## src/rtl/half_step_pkg.sv

```systemverilog
package half_step_pkg;

    // Half-periods per output period in each mode
    localparam int unsigned FRAC_SPAN  = 3;
    localparam int unsigned WHOLE_SPAN = 2;
    localparam int unsigned PH_W       = $clog2(FRAC_SPAN);

    typedef logic [PH_W-1:0] phase_t;

    typedef enum logic {
        MODE_WHOLE = 1'b0,
        MODE_FRAC  = 1'b1
    } div_mode_e;

    typedef struct packed {
        logic pos_lvl;
        logic neg_lvl;
        logic sel_pos;
    } path_state_t;

    typedef struct packed {
        logic lvl;
        logic mod;
    } cell_next_t;

    function automatic phase_t phase_step(input phase_t ph);
        return (ph == phase_t'(FRAC_SPAN - 1)) ? '0 : ph + phase_t'(1);
    endfunction

    function automatic cell_next_t next_levels(input div_mode_e md,
                                               input phase_t    ph,
                                               input logic      lvl_in);
        cell_next_t r;
        if (md == MODE_FRAC) begin
            r.lvl = (ph == '0);
            r.mod = (ph == '0);
        end else begin
            r.lvl = lvl_in;
            r.mod = 1'b0;
        end
        return r;
    endfunction

endpackage

```

## src/rtl/half_step_ctrl.sv

```systemverilog
module half_step_ctrl
    import half_step_pkg::*;
(
    input  logic      clk,
    input  logic      rst,
    input  logic      mod_in,
    input  logic      fb_in,
    output div_mode_e mode_q,
    output phase_t    phase_q
);

    always_ff @(posedge clk) begin
        if (rst) begin
            mode_q  <= MODE_WHOLE;
            phase_q <= '0;
        end else begin
            mode_q  <= (mod_in && fb_in) ? MODE_FRAC : MODE_WHOLE;
            if (mode_q == MODE_FRAC)
                phase_q <= phase_step(phase_q);
            else
                phase_q <= '0;
        end
    end

endmodule

```

## src/rtl/half_step_paths.sv

```systemverilog
module half_step_paths
    import half_step_pkg::*;
(
    input  logic       clk,
    input  logic       rst,
    input  logic       in_lvl,
    input  cell_next_t nxt,
    output logic       lvl_out,
    output logic       mod_out
);

    path_state_t st_q;
    logic        pos_mod_q;
    logic        neg_mod_q;

    // Positive-phase path: captures only in high half-periods
    always_ff @(posedge clk) begin
        if (rst) begin
            st_q.pos_lvl <= 1'b0;
            pos_mod_q    <= 1'b0;
        end else if (in_lvl) begin
            st_q.pos_lvl <= nxt.lvl;
            pos_mod_q    <= nxt.mod;
        end
    end

    // Negative-phase path: captures only in low half-periods
    always_ff @(posedge clk) begin
        if (rst) begin
            st_q.neg_lvl <= 1'b0;
            neg_mod_q    <= 1'b0;
        end else if (!in_lvl) begin
            st_q.neg_lvl <= nxt.lvl;
            neg_mod_q    <= nxt.mod;
        end
    end

    always_ff @(posedge clk) begin
        if (rst) st_q.sel_pos <= 1'b0;
        else     st_q.sel_pos <= in_lvl;
    end

    always_comb begin
        lvl_out = st_q.sel_pos ? st_q.pos_lvl : st_q.neg_lvl;
        mod_out = st_q.sel_pos ? pos_mod_q    : neg_mod_q;
    end

endmodule

```

## src/rtl/half_step_divider.sv

```systemverilog
module half_step_divider
    import half_step_pkg::*;
(
    input  logic clk,
    input  logic rst,
    input  logic in_lvl,
    input  logic mod_in,
    input  logic fb_in,
    output logic div_out,
    output logic mod_out
);

    div_mode_e  mode_q;
    phase_t     phase_q;
    cell_next_t nxt;
    logic       frac_q;

    half_step_ctrl u_ctrl (
        .clk     (clk),
        .rst     (rst),
        .mod_in  (mod_in),
        .fb_in   (fb_in),
        .mode_q  (mode_q),
        .phase_q (phase_q)
    );

    always_comb begin
        nxt    = next_levels(mode_q, phase_q, in_lvl);
        frac_q = (mode_q == MODE_FRAC);
    end

    half_step_paths u_paths (
        .clk     (clk),
        .rst     (rst),
        .in_lvl  (in_lvl),
        .nxt     (nxt),
        .lvl_out (div_out),
        .mod_out (mod_out)
    );

endmodule

```

## config.mk

```make
export PLATFORM = sky130hd
export DESIGN_NAME = half_step_divider
export DESIGN_NICKNAME = d
export VERILOG_FILES = /design/src/rtl/half_step_pkg.sv /design/src/rtl/half_step_ctrl.sv /design/src/rtl/half_step_paths.sv /design/src/rtl/half_step_divider.sv
export SDC_FILE = /design/constraint.sdc
export NUM_CORES = 1
export LEC_CHECK = 0
export ABC_CLOCK_PERIOD_IN_PS = 900
export BUFFER_PORTS_ARGS = -buffer_cell sky130_fd_sc_hd__buf_2
export CORE_AREA = 2 2 39 41
export DETAILED_ROUTE_END_ITERATION = 12
export DIE_AREA = 0 0 41 43
export HOLD_SLACK_MARGIN = 0.1
export SLEW_MARGIN = 40
export SYNTH_ARGS = -nofsm -noshare
export SYNTH_HDL_FRONTEND = slang
export SYNTH_SLANG_ARGS = --single-unit
```

## constraint.sdc

```tcl
create_clock -name clk -period 0.9 [get_ports clk]
set_input_delay 0.27 -clock clk [delete_from_list [all_inputs] [get_ports clk]]
set_output_delay 0.27 -clock clk [all_outputs]
set_load 0.02 [all_outputs]
```

* Word level (Yosys, flattened, before mapping) *
Cells that the tools add are included.

operators by class
  mux-type cells = 4
  add/subtract/negate cells = 1
  reduce and logical (&&, ||, !) cells = 3
  eq/ne operators = 1
  bitwise gates (word level) = 1

operators by type and width
  kind                 number
  $mux 1               3
  $reduce_or 3->1      1
  $add 2x1->2 const B  1
  $eq 2x2->1 const B   1
  $logic_not 2->1      1
  $mux 2               1
  $logic_and 1x1->1    1
  $not 1->1            1

word-level totals
  flip-flop bits (word level) = 8
  output and inout bits = 2
  word-level logic and storage cells = 17

* Logic depth before layout (Yosys ltp) *
Gate-level depths: netlist of run 1.

  depth in word-level cells = 2
  gate-level depth with buffers = 4

* Modules after synthesis *
Synthesis of run 1 repeated with hierarchy kept, for this count alone.

second synthesis, totals
  cell total of the unflattened synthesis = 28
  area total of the unflattened synthesis = 335.3 sq um

modules (own cells, without submodules)
  module             times used  cells an instance  area each (sq um)  sequential area each (sq um)
  half_step_paths    1           17                 195.2              100.1
  half_step_ctrl     1           8                  116.4              60.1
  half_step_divider  1           3                  23.8               0.0

* Worst setup path after synthesis of run 1 *
Ideal clock, no wire load.

  path type = register to output
  from = reg u_paths.st_q[0] in the netlist's numbering
  to = out div_out
  cell stages (with the launch flop) = 2
  arrival time = 0.701 ns
  path slack = -0.071 ns
  path through = dfxtp_1 -> mux2_2

on the way
  word-level cells in the longest chain between the ends = 1

RTL lines
  what                line                    source
  start: declaration  half_step_paths.sv:12   path_state_t st_q;
  $mux 1              half_step_paths.sv:44   lvl_out = st_q.sel_pos ? st_q.pos_lvl : st_q.neg_lvl;
  end: declaration    half_step_divider.sv:9  output logic div_out,

Every way passes these cells.

* Worst setup path after layout of run 1 *
  from = reg u_paths.st_q[0] in the netlist's numbering
  to = out mod_out

on the way
  word-level cells in the longest chain between the ends = 1

RTL lines
  what              line                     source
  $mux 1            half_step_paths.sv:45    mod_out = st_q.sel_pos ? pos_mod_q : neg_mod_q;
  end: declaration  half_step_divider.sv:10  output logic mod_out

Every way passes these cells.

==> impl_metrics.toml, run 1 <==
[worst_setup_path]
path_cells = "mux2_4, buf_6"
slowest_stage = "dfxtp_2"
cp_slowest_stage_delay_ns = 0.34
path_buf_inv = 1
cp.arrival_ns = 1.03
end_kind = "output port"
criticalPathCategory = "reg -> out"
critical_path.top_delay_family = "flip-flops"
path_max_fanout = 2
required_ns = 0.63
critPathLaunchType = "flop"

[logic_synthesis]
synth-seq-area-share = 0.514
synth_mux_area_frac = 0.0723
avgSynthCellArea_um2 = 10.4
syn_area_um2 = 312
synthSimpleGateAreaFrac = 0.221
synth_cell_types = 14
synth-seq-cells = 8
synth_top_family_by_area = "simple AND/OR/NAND/NOR gates"
syn_nets = 37
synth_compound_area_frac = 0.0763
synthCells = 30
synth-xor-area-share = 0
yosysWarnings = 0
yosys.area_share.adder = 0.0803

[grt]
grt_max_degree = 9
antenna_found_initial = 0
grt_use_met3 = 0.0628
grt_pass1_vias = 223
busiest_layer = "met2"
grt_use_total = 0.0816
overflow = 0
grt_pass1_wl_um = 917
grt_use_met2 = 0.109
use_met1 = 0.0909

[timing]
fmax_mhz = 772
fin_setup_tns_ns = -0.804
worst_hold_slack_ns = 0.230
fin_crit_sh = 1.44
setup_viol = 3
rsz0062_at_grt = "true"
finClkSkew_ns = 0.000321
hold_viol_final = 0
tightestPinTransition_ns = 0.208
setup_slack_ns = -0.395
maxSlewViolCount = 0
slew_headroom = 0.861
min_period_ns = 1.30

[place]
hpwl_um = 398
dpl_cell_area_um2 = 378
place.gp.congestion = 0.663
dp_worst_setup_slack_ns = -0.146
port_buffers = 6

[floorplan]
core-area_um2 = 1380
die_h_um = 43
die_area_um2 = 1760
die-width_um = 41
initial_core_util = 0.225
ios = 7
rows = 14

[pwr]
power_uw = 718
switchingPower_uw = 162
p_leak_nw = 0.179
combPwrFrac = 0.093
seqPwrFrac = 0.525
intPower_uw = 556
peakVddDrop_uv = 634
powerDensity_nw_per_um2 = 1550
pwr-share-clk = 0.382
p_sw_frac = 0.225

[detailed_routing]
vias = 237
antenna_left = 0
wire_per_inst_um = 10.6
initialDrtViolationCount = 0
wl_um = 595
remaining_drc_errors = 0
firstDrtPassIters = 1
viasPerCell = 4.23

[cts]
worst_skew_pair.late_latency_ns = 0.25
cts_buffers = 3
clk_pin_slew_worst_paths_ns = 0.05
clkSinkCount = 8
cts_tree = "built"
clockBufferDepth = 2
ctsHtreeMaxLevel = 1
cts-root-buf = "clkbuf_4"

[worst_hold_path]
holdCritPathClass = "in -> reg"

[final_layout]
layout-drive-gt1-share = 0.550
final_cell_area_um2 = 464
syn2layout_area_growth_pct = 49.0
antennaDiodeCount = 0
final_cell_mix = "dfxtp_1, buf_2"
final_common_cell = "dfxtp_1"
fin_nets = 49

[outcome]
status = "complete, but fails checks"
violations = "setup timing"

[run]
cap_violations = 0
-- layer usage --
layer	share of wire	wire length (um)	vias to the layer above
li1	-	-	123
met2	0.48	284	6
met4	0.010	6	0
met3	0.071	42	2
met5	0	0	-
met1	0.44	261	106
-- cells in the mapped netlist --
| master | instances | area share |
|---|---|---|
| a21oi_1 | 3 | 0.048 |
| a311oi_1 | 1 | 0.028 |
| dfxtp_1 | 8 | 0.51 |
| ha_1 | 2 | 0.080 |
| inv_1 | 3 | 0.036 |
| mux2_2 | 2 | 0.072 |
| nand2_1 | 3 | 0.036 |
| nand2b_1 | 1 | 0.020 |
| nand3_1 | 1 | 0.016 |
| nand3b_1 | 1 | 0.024 |
| nor2_1 | 2 | 0.024 |
| nor2b_1 | 1 | 0.020 |
| nor4b_2 | 1 | 0.048 |
| nor4bb_1 | 1 | 0.032 |
-- worst reg2reg max path, cell delays in order, from the launching register on --
cell      delay, ns
dfxtp_2        0.35
inv_2          0.05
ha_4           0.25
nor4bb_4       0.17
-- final timing paths --
path	start	end	depth (start not counted)	slack [ns]
hold / removal	fb_in	u_ctrl.mode_q$_SDFF_PP0_	3	0.23
setup / recovery	u_paths.st_q[0]$_SDFF_PP0_	mod_out	2	-0.40
hold reg to reg	u_paths.pos_mod_q$_SDFFE_PP0P_	u_paths.pos_mod_q$_SDFFE_PP0P_	2	0.47
setup reg to reg	u_ctrl.phase_q[1]$_SDFF_PP0_	u_ctrl.phase_q[1]$_SDFF_PP0_	3	-0.01
-- metrics by stage --
stage	std cells	util
5_1_grt	56	0.335
3_3_place_gp	53	0.273
6_report	56	0.335
2_1_floorplan	30	-
3_5_place_dp	53	0.273
4_1_cts	56	0.311
-- logic make-up after synthesis --
logic type,count (synthesis)
AOI/OAI and AO/OA,4
adders and majority gates,2
buffers and inverters,3
DFF,8
muxes,2
and+or+nand+nor,11
-- registers in the layout, summed over array words and instances (netlist names) --
register and flops:
u_paths.pos_mod_q 1, u_paths.st_q 3, u_paths.neg_mod_q 1, u_ctrl.phase_q 2
u_ctrl.mode_q 1
-- area by class of cell --
type                       count  area (um^2)
multi-input combinational     19          194
fill                         145          920
timing repair buffer           7         50.0
tap                           16         20.0
clock buffer                   3         22.5
inverter                       3         13.8
sequential                     8          164
-- power by group through the flow --
stage	Sequential [mW]	Combinational (mW)	Clock, mW
2_1_floorplan	0.381	0.0286	0
3_3_place_gp	0.383	0.0523	0
3_5_place_dp	0.383	0.0527	0
4_1_cts	0.376	0.0598	0.286
5_1_grt	0.378	0.0735	0.293
6_report	0.377	0.0671	0.274
-- timing repair --
| item | CTS | global route |
|---|---|---|
| cloned | 0 | 0 |
| gates resized for setup | 11 | 5 |
| hold buffers | 0 | 0 |
| setup endpoints to repair | 5 | 5 |
| endpoints found under the hold margin | 0 | 0 |
| setup buffers | 0 | 0 |
| pin swaps | 3 | 2 |
(Power assumes the default switching activity.)
==> run 2, diff against run 1 <==
- CORE_AREA: 2 2 39 41 -> 3 3 40 42
- DIE_AREA: 0 0 41 43 -> 0 0 43 45
- SYNTH_HIERARCHICAL: unset -> 1
==> impl_metrics.toml, run 2 <==
[detailed_routing]
viasPerCell = 4.25
initialDrtViolationCount = 0
antenna_left = 0
wl_um = 560
remaining_drc_errors = 0
firstDrtPassIters = 1
vias = 234
wire_per_inst_um = 10.2

[logic_synthesis]
synthCells = 28
synth-seq-cells = 8
synth-seq-area-share = 0.478
synth_flop_cell = "dfxtp_1"
synth_area_leaders = "dfxtp_1, mux2i_1, nor4b_2"
yosysMostFrequentCell = "dfxtp_1"
yosysWarnings = 6
synth_cell_types = 12
synth_common_cells = "dfxtp_1, mux2i_1, nor2_1"
synth_top_area_cell = "dfxtp_1"
syn_area_um2 = 335
synthArstFlopShare = 0
syn_nets = 34
synth_edf_count = 0
avgSynthCellArea_um2 = 12.0
yosysTopAreaCellShare = 0.478

[cts]
cts_buffers = 3
worst_skew_pair.late_latency_ns = 0.25
holdBufCountCts = 0
ctsHtreeMaxLevel = 1
cts_tree = "built"
cts-root-buf = "clkbuf_4"
clockBufferDepth = 2
clkSinkCount = 8
clk_pin_slew_worst_paths_ns = 0.06

[final_layout]
top_regs = "u_paths/st_q: 3 flops, u_ctrl/phase_q: 2 flops"
antennaDiodeCount = 0
largest_reg_flops = 3
final_cell_mix = "buf_2, mux2i_1, nor2_1, dfxtp_1"
largest_register = "u_paths/st_q"
final_core_utilization = 0.386
fin_nets = 48
syn2layout_area_growth_pct = 47.8
layout-drive-gt1-share = 0.625

[worst_setup_path]
cp.arrival_ns = 1.03
cp_slowest_stage_delay_ns = 0.34
slowest_stage = "dfxtp_2"
end_kind = "output port"
criticalPathCategory = "reg -> out"
path_cells = "mux2_4, buf_6"
critPathLaunchType = "flop"
path_max_fanout = 2
required_ns = 0.63

[timing]
tightestPinTransition_ns = 0.139
rsz0062_at_grt = "true"
hold_viol_final = 0
setup_viol = 5
min_period_ns = 1.30
slew_headroom = 0.904
maxSlewViolCount = 0
fmax_mhz = 771
setup_slack_ns = -0.397
finClkSkew_ns = 0.00582
fin_crit_sh = 1.44

[grt]
grt_pass1_vias = 233
overflow = 0
grt_pass1_wl_um = 959
antenna_found_initial = 0
grt_max_degree = 9
grt_use_total = 0.0726

[pwr]
p_leak_nw = 0.214
peakVddDrop_uv = 524
power_uw = 751
powerDensity_nw_per_um2 = 1520

[place]
dp_worst_setup_slack_ns = -0.148
place.gp.congestion = 0.625
port_buffers = 6

[worst_hold_path]
holdCritPathClass = "in -> reg"

[floorplan]
die_h_um = 45
die-width_um = 43
die_area_um2 = 1940
core-area_um2 = 1280
ios = 7
rows = 13
initial_core_util = 0.261

[outcome]
violations = "setup timing"
status = "complete, but fails checks"

[run]
cap_violations = 0
[run 2: cell types whose count changed in the layout (fill, tap and decap cells not counted), sizes merged, moves of 2 or more]
| cell | change |
|---|---|
| a21oi | -3 |
| buf | +3 |
| mux2i | +4 |
| nand2 | -3 |
| nor2 | +2 |
[run 2: path summary, 6_finish.rpt]
kind | from | end | slack, ns | cells past startpoint
min reg2reg | u_ctrl/phase_q[0]$_SDFF_PP0_ | u_ctrl/phase_q[0]$_SDFF_PP0_ | 0.47 | 1
max reg2reg | u_ctrl/mode_q$_SDFF_PP0_ | u_paths/st_q[1]$_SDFFE_PP0N_ | -0.04 | 4
min | mod_in | u_ctrl/mode_q$_SDFF_PP0_ | 0.27 | 2
max | u_paths/st_q[0]$_SDFF_PP0_ | div_out | -0.40 | 2
[run 2: area by class of cell]
cell class              instances  area, um^2
fillers                       126         790
multi-input cells              17         191
flip-flops and latches          8         168
repair buffers                 10        85.1
clock buffers                   3        22.5
well taps                      15        18.8
inverters                       2        10.0
[run 2: routing by layer]
| metal | global-route usage | wire length (um) | up-vias |
|---|---|---|---|
| met5 | 0 | 0 | - |
| met4 | 0.0904 | 0 | 0 |
| met3 | 0.0239 | 24 | 0 |
| met2 | 0.105 | 276 | 5 |
| met1 | 0.0751 | 259 | 109 |
| li1 | - | - | 120 |
[run 2: cells by family (layout without fill, tap and decap cells)]
family	after synthesis	after routing	synth area share
simple gates	9	9	0.220
flops	8	8	0.478
mux	6	6	0.187
buf+inv	3	15	0.0560
fa+ha+maj	1	1	0.0373
compound gates	1	1	0.0224
[run 2: what timing repair did]
item / in CTS / in global routing
setup buffers: 1 / 0
gates resized for setup: 10 / 2
setup endpoints to repair: 6 / 8
pin swaps: 3 / 2
[run 2: where the power goes]
group / switching (mW) / internal (mW)
Sequential: 0.0106 / 0.367
Combinational: 0.0377 / 0.0601
Clock: 0.123 / 0.153
Total: 0.171 / 0.580
[run 2: stage by stage]
stage / hold slack, ns / std cells / TNS [ns] / instance area [um^2]
6_report: 0.266 / 55 / -0.884 / 495
4_1_cts: 0.258 / 55 / -0.941 / 484
3_3_place_gp: 0.430 / 51 / -0.431 / 418
2_1_floorplan: 0.334 / 28 / -0.0883 / 345
5_1_grt: 0.280 / 55 / -1.19 / 495
3_5_place_dp: 0.429 / 51 / -0.483 / 418
[run 2: critical path, delay by kind of cell, from the launching register on]
kind / cells / cell delay, ns
buffers and inverters: 1 / 0.13
DFF: 1 / 0.34
muxes: 1 / 0.30
==> run 3, diff against run 2 <==
- GPL_TIMING_DRIVEN: unset -> 0
==> impl_metrics.toml, run 3 (synthesis results as in run 2) <==
[final_layout]
top_regs = "u_paths/st_q: 3 flops, u_ctrl/phase_q: 2 flops"
fillerInstances = 130
fin_nets = 47
layout-drive-gt1-share = 0.615
largest_register = "u_paths/st_q"
final_cell_mix = "buf_2, mux2i_1, nor2_1, dfxtp_1"
final-seq-area_um2 = 168
antennaDiodeCount = 0
largest_reg_flops = 3
multiInputGateArea_um2 = 183
syn2layout_area_growth_pct = 40.3
instances_no_fill = 54

[cts]
clk_pin_slew_worst_paths_ns = 0.05
ctsHtreeMaxLevel = 1
cts_buffers = 3
worst_skew_pair.late_latency_ns = 0.25
cts-root-buf = "clkbuf_4"
clkSinkCount = 8
clockBufferDepth = 2
cts_tree = "built"

[grt]
grt_pass1_vias = 212
grt_pass1_wl_um = 828
antenna_found_initial = 0
overflow = 0
grt_use_total = 0.0644
grt_max_degree = 9

[detailed_routing]
firstDrtPassIters = 4
antenna_left = 0
initialDrtViolationCount = 4
wl_um = 529
wire_per_inst_um = 9.80
vias = 225
remaining_drc_errors = 0
viasPerCell = 4.17

[timing]
hold_viol_final = 0
finClkSkew_ns = 0.00149
fmax_mhz = 767
fin_crit_sh = 1.45
tightestPinTransition_ns = 0.191
maxSlewViolCount = 0
setup_viol = 5
setup_slack_ns = -0.403
rsz0062_at_grt = "true"
min_period_ns = 1.30
slew_headroom = 0.873

[pwr]
intPower_uw = 572
combPwrFrac = 0.118
pwr-share-clk = 0.367
peakVddDrop_uv = 1020
p_sw_frac = 0.220
switchingPower_uw = 161
powerDensity_nw_per_um2 = 1560
seqPwrFrac = 0.515
p_leak_nw = 0.205

[place]
port_buffers = 6
hpwl_um = 371
place.gp.congestion = 0.662
post-place-cells = 49
dp_worst_setup_slack_ns = -0.154

[floorplan]
die_area_um2 = 1940
die-width_um = 43
die_h_um = 45
core-area_um2 = 1280
initial_core_util = 0.261
ios = 7
rows = 13

[worst_setup_path]
path_buf_inv = 1
cp.arrival_ns = 1.03
slowest_stage = "dfxtp_2"
required_ns = 0.63
critical_path.top_delay_family = "flip-flops"
end_kind = "output port"
cp_slowest_stage_delay_ns = 0.35
path_max_fanout = 2
critPathLaunchType = "flop"
path_cells = "mux2_4, buf_6"
criticalPathCategory = "reg -> out"

[outcome]
status = "complete, but fails checks"
violations = "setup timing"

[run]
cap_violations = 0

[worst_hold_path]
holdCritPathClass = "in -> reg"
[run 3: changes by cell type in the layout (fill, tap and decap cells not counted), sizes merged]
cell	before	now
buf	10	9
[run 3: worst paths after layout]
check | cells past startpoint | start | slack [ns] | endpoint
setup / recovery | 2 | u_paths/st_q[0]$_SDFF_PP0_ | -0.40 | div_out
hold / removal | 2 | mod_in | 0.27 | u_ctrl/mode_q$_SDFF_PP0_
setup reg to reg | 3 | u_ctrl/phase_q[0]$_SDFF_PP0_ | -0.02 | u_ctrl/phase_q[1]$_SDFF_PP0_
hold reg to reg | 2 | u_paths/st_q[1]$_SDFFE_PP0N_ | 0.49 | u_paths/st_q[1]$_SDFFE_PP0N_
[run 3: layer usage]
metal / vias to the layer above / track usage / routed length, um
met4: 0 / 0.0181 / 0
met1: 99 / 0.0683 / 243
met5: - / 0 / 0
met2: 8 / 0.0838 / 228
met3: 0 / 0.0717 / 58
li1: 118 / - / -
[run 3: power by group through the flow]
stage	registers, mW	logic, mW	clock network [mW]
floorplan	0.384	0.0504	0
global placement	0.386	0.0715	0
detailed placement	0.386	0.0720	0
CTS	0.379	0.0864	0.282
global route	0.379	0.0932	0.311
finish	0.378	0.0862	0.269
[run 3: area by class of cell]
cell class              instances  share of cell area
plain buffers                   1              0.0239
multi-input cells              17               0.388
inverters                       2              0.0213
clock buffers                   3              0.0479
well taps                      15              0.0399
repair buffers                  8               0.122
flip-flops and latches          8               0.356
[run 3: timing repair]
action | in CTS | in global routing
buffers inserted | 2 | 0
pin swaps | 2 | 1
hold buffers | 0 | 0
endpoints found under the setup margin | 6 | 6
gates cloned | 0 | 0
gates resized for setup | 9 | 2
[run 3: per-stage QoR]
step                      hold slack, ns  instance area (um^2)  TNS [ns]  utilization  total power [mW]
after floorplan                    0.334                   345   -0.0883            -             0.434
after global placement             0.428                   394    -0.452        0.307             0.458
after detailed placement           0.428                   394    -0.493        0.307             0.458
after CTS                          0.266                   465    -0.895        0.362             0.748
after global routing               0.265                   470     -1.08        0.366             0.783
final                              0.273                   470    -0.853        0.366             0.733
[run 3: worst reg2reg max path: cells and delay by family, from the launching register on]
kind          cells  cell delay (ns)
fa+ha+maj         1             0.22
flops             1             0.37
buf+inv           1             0.04
simple gates      1             0.20
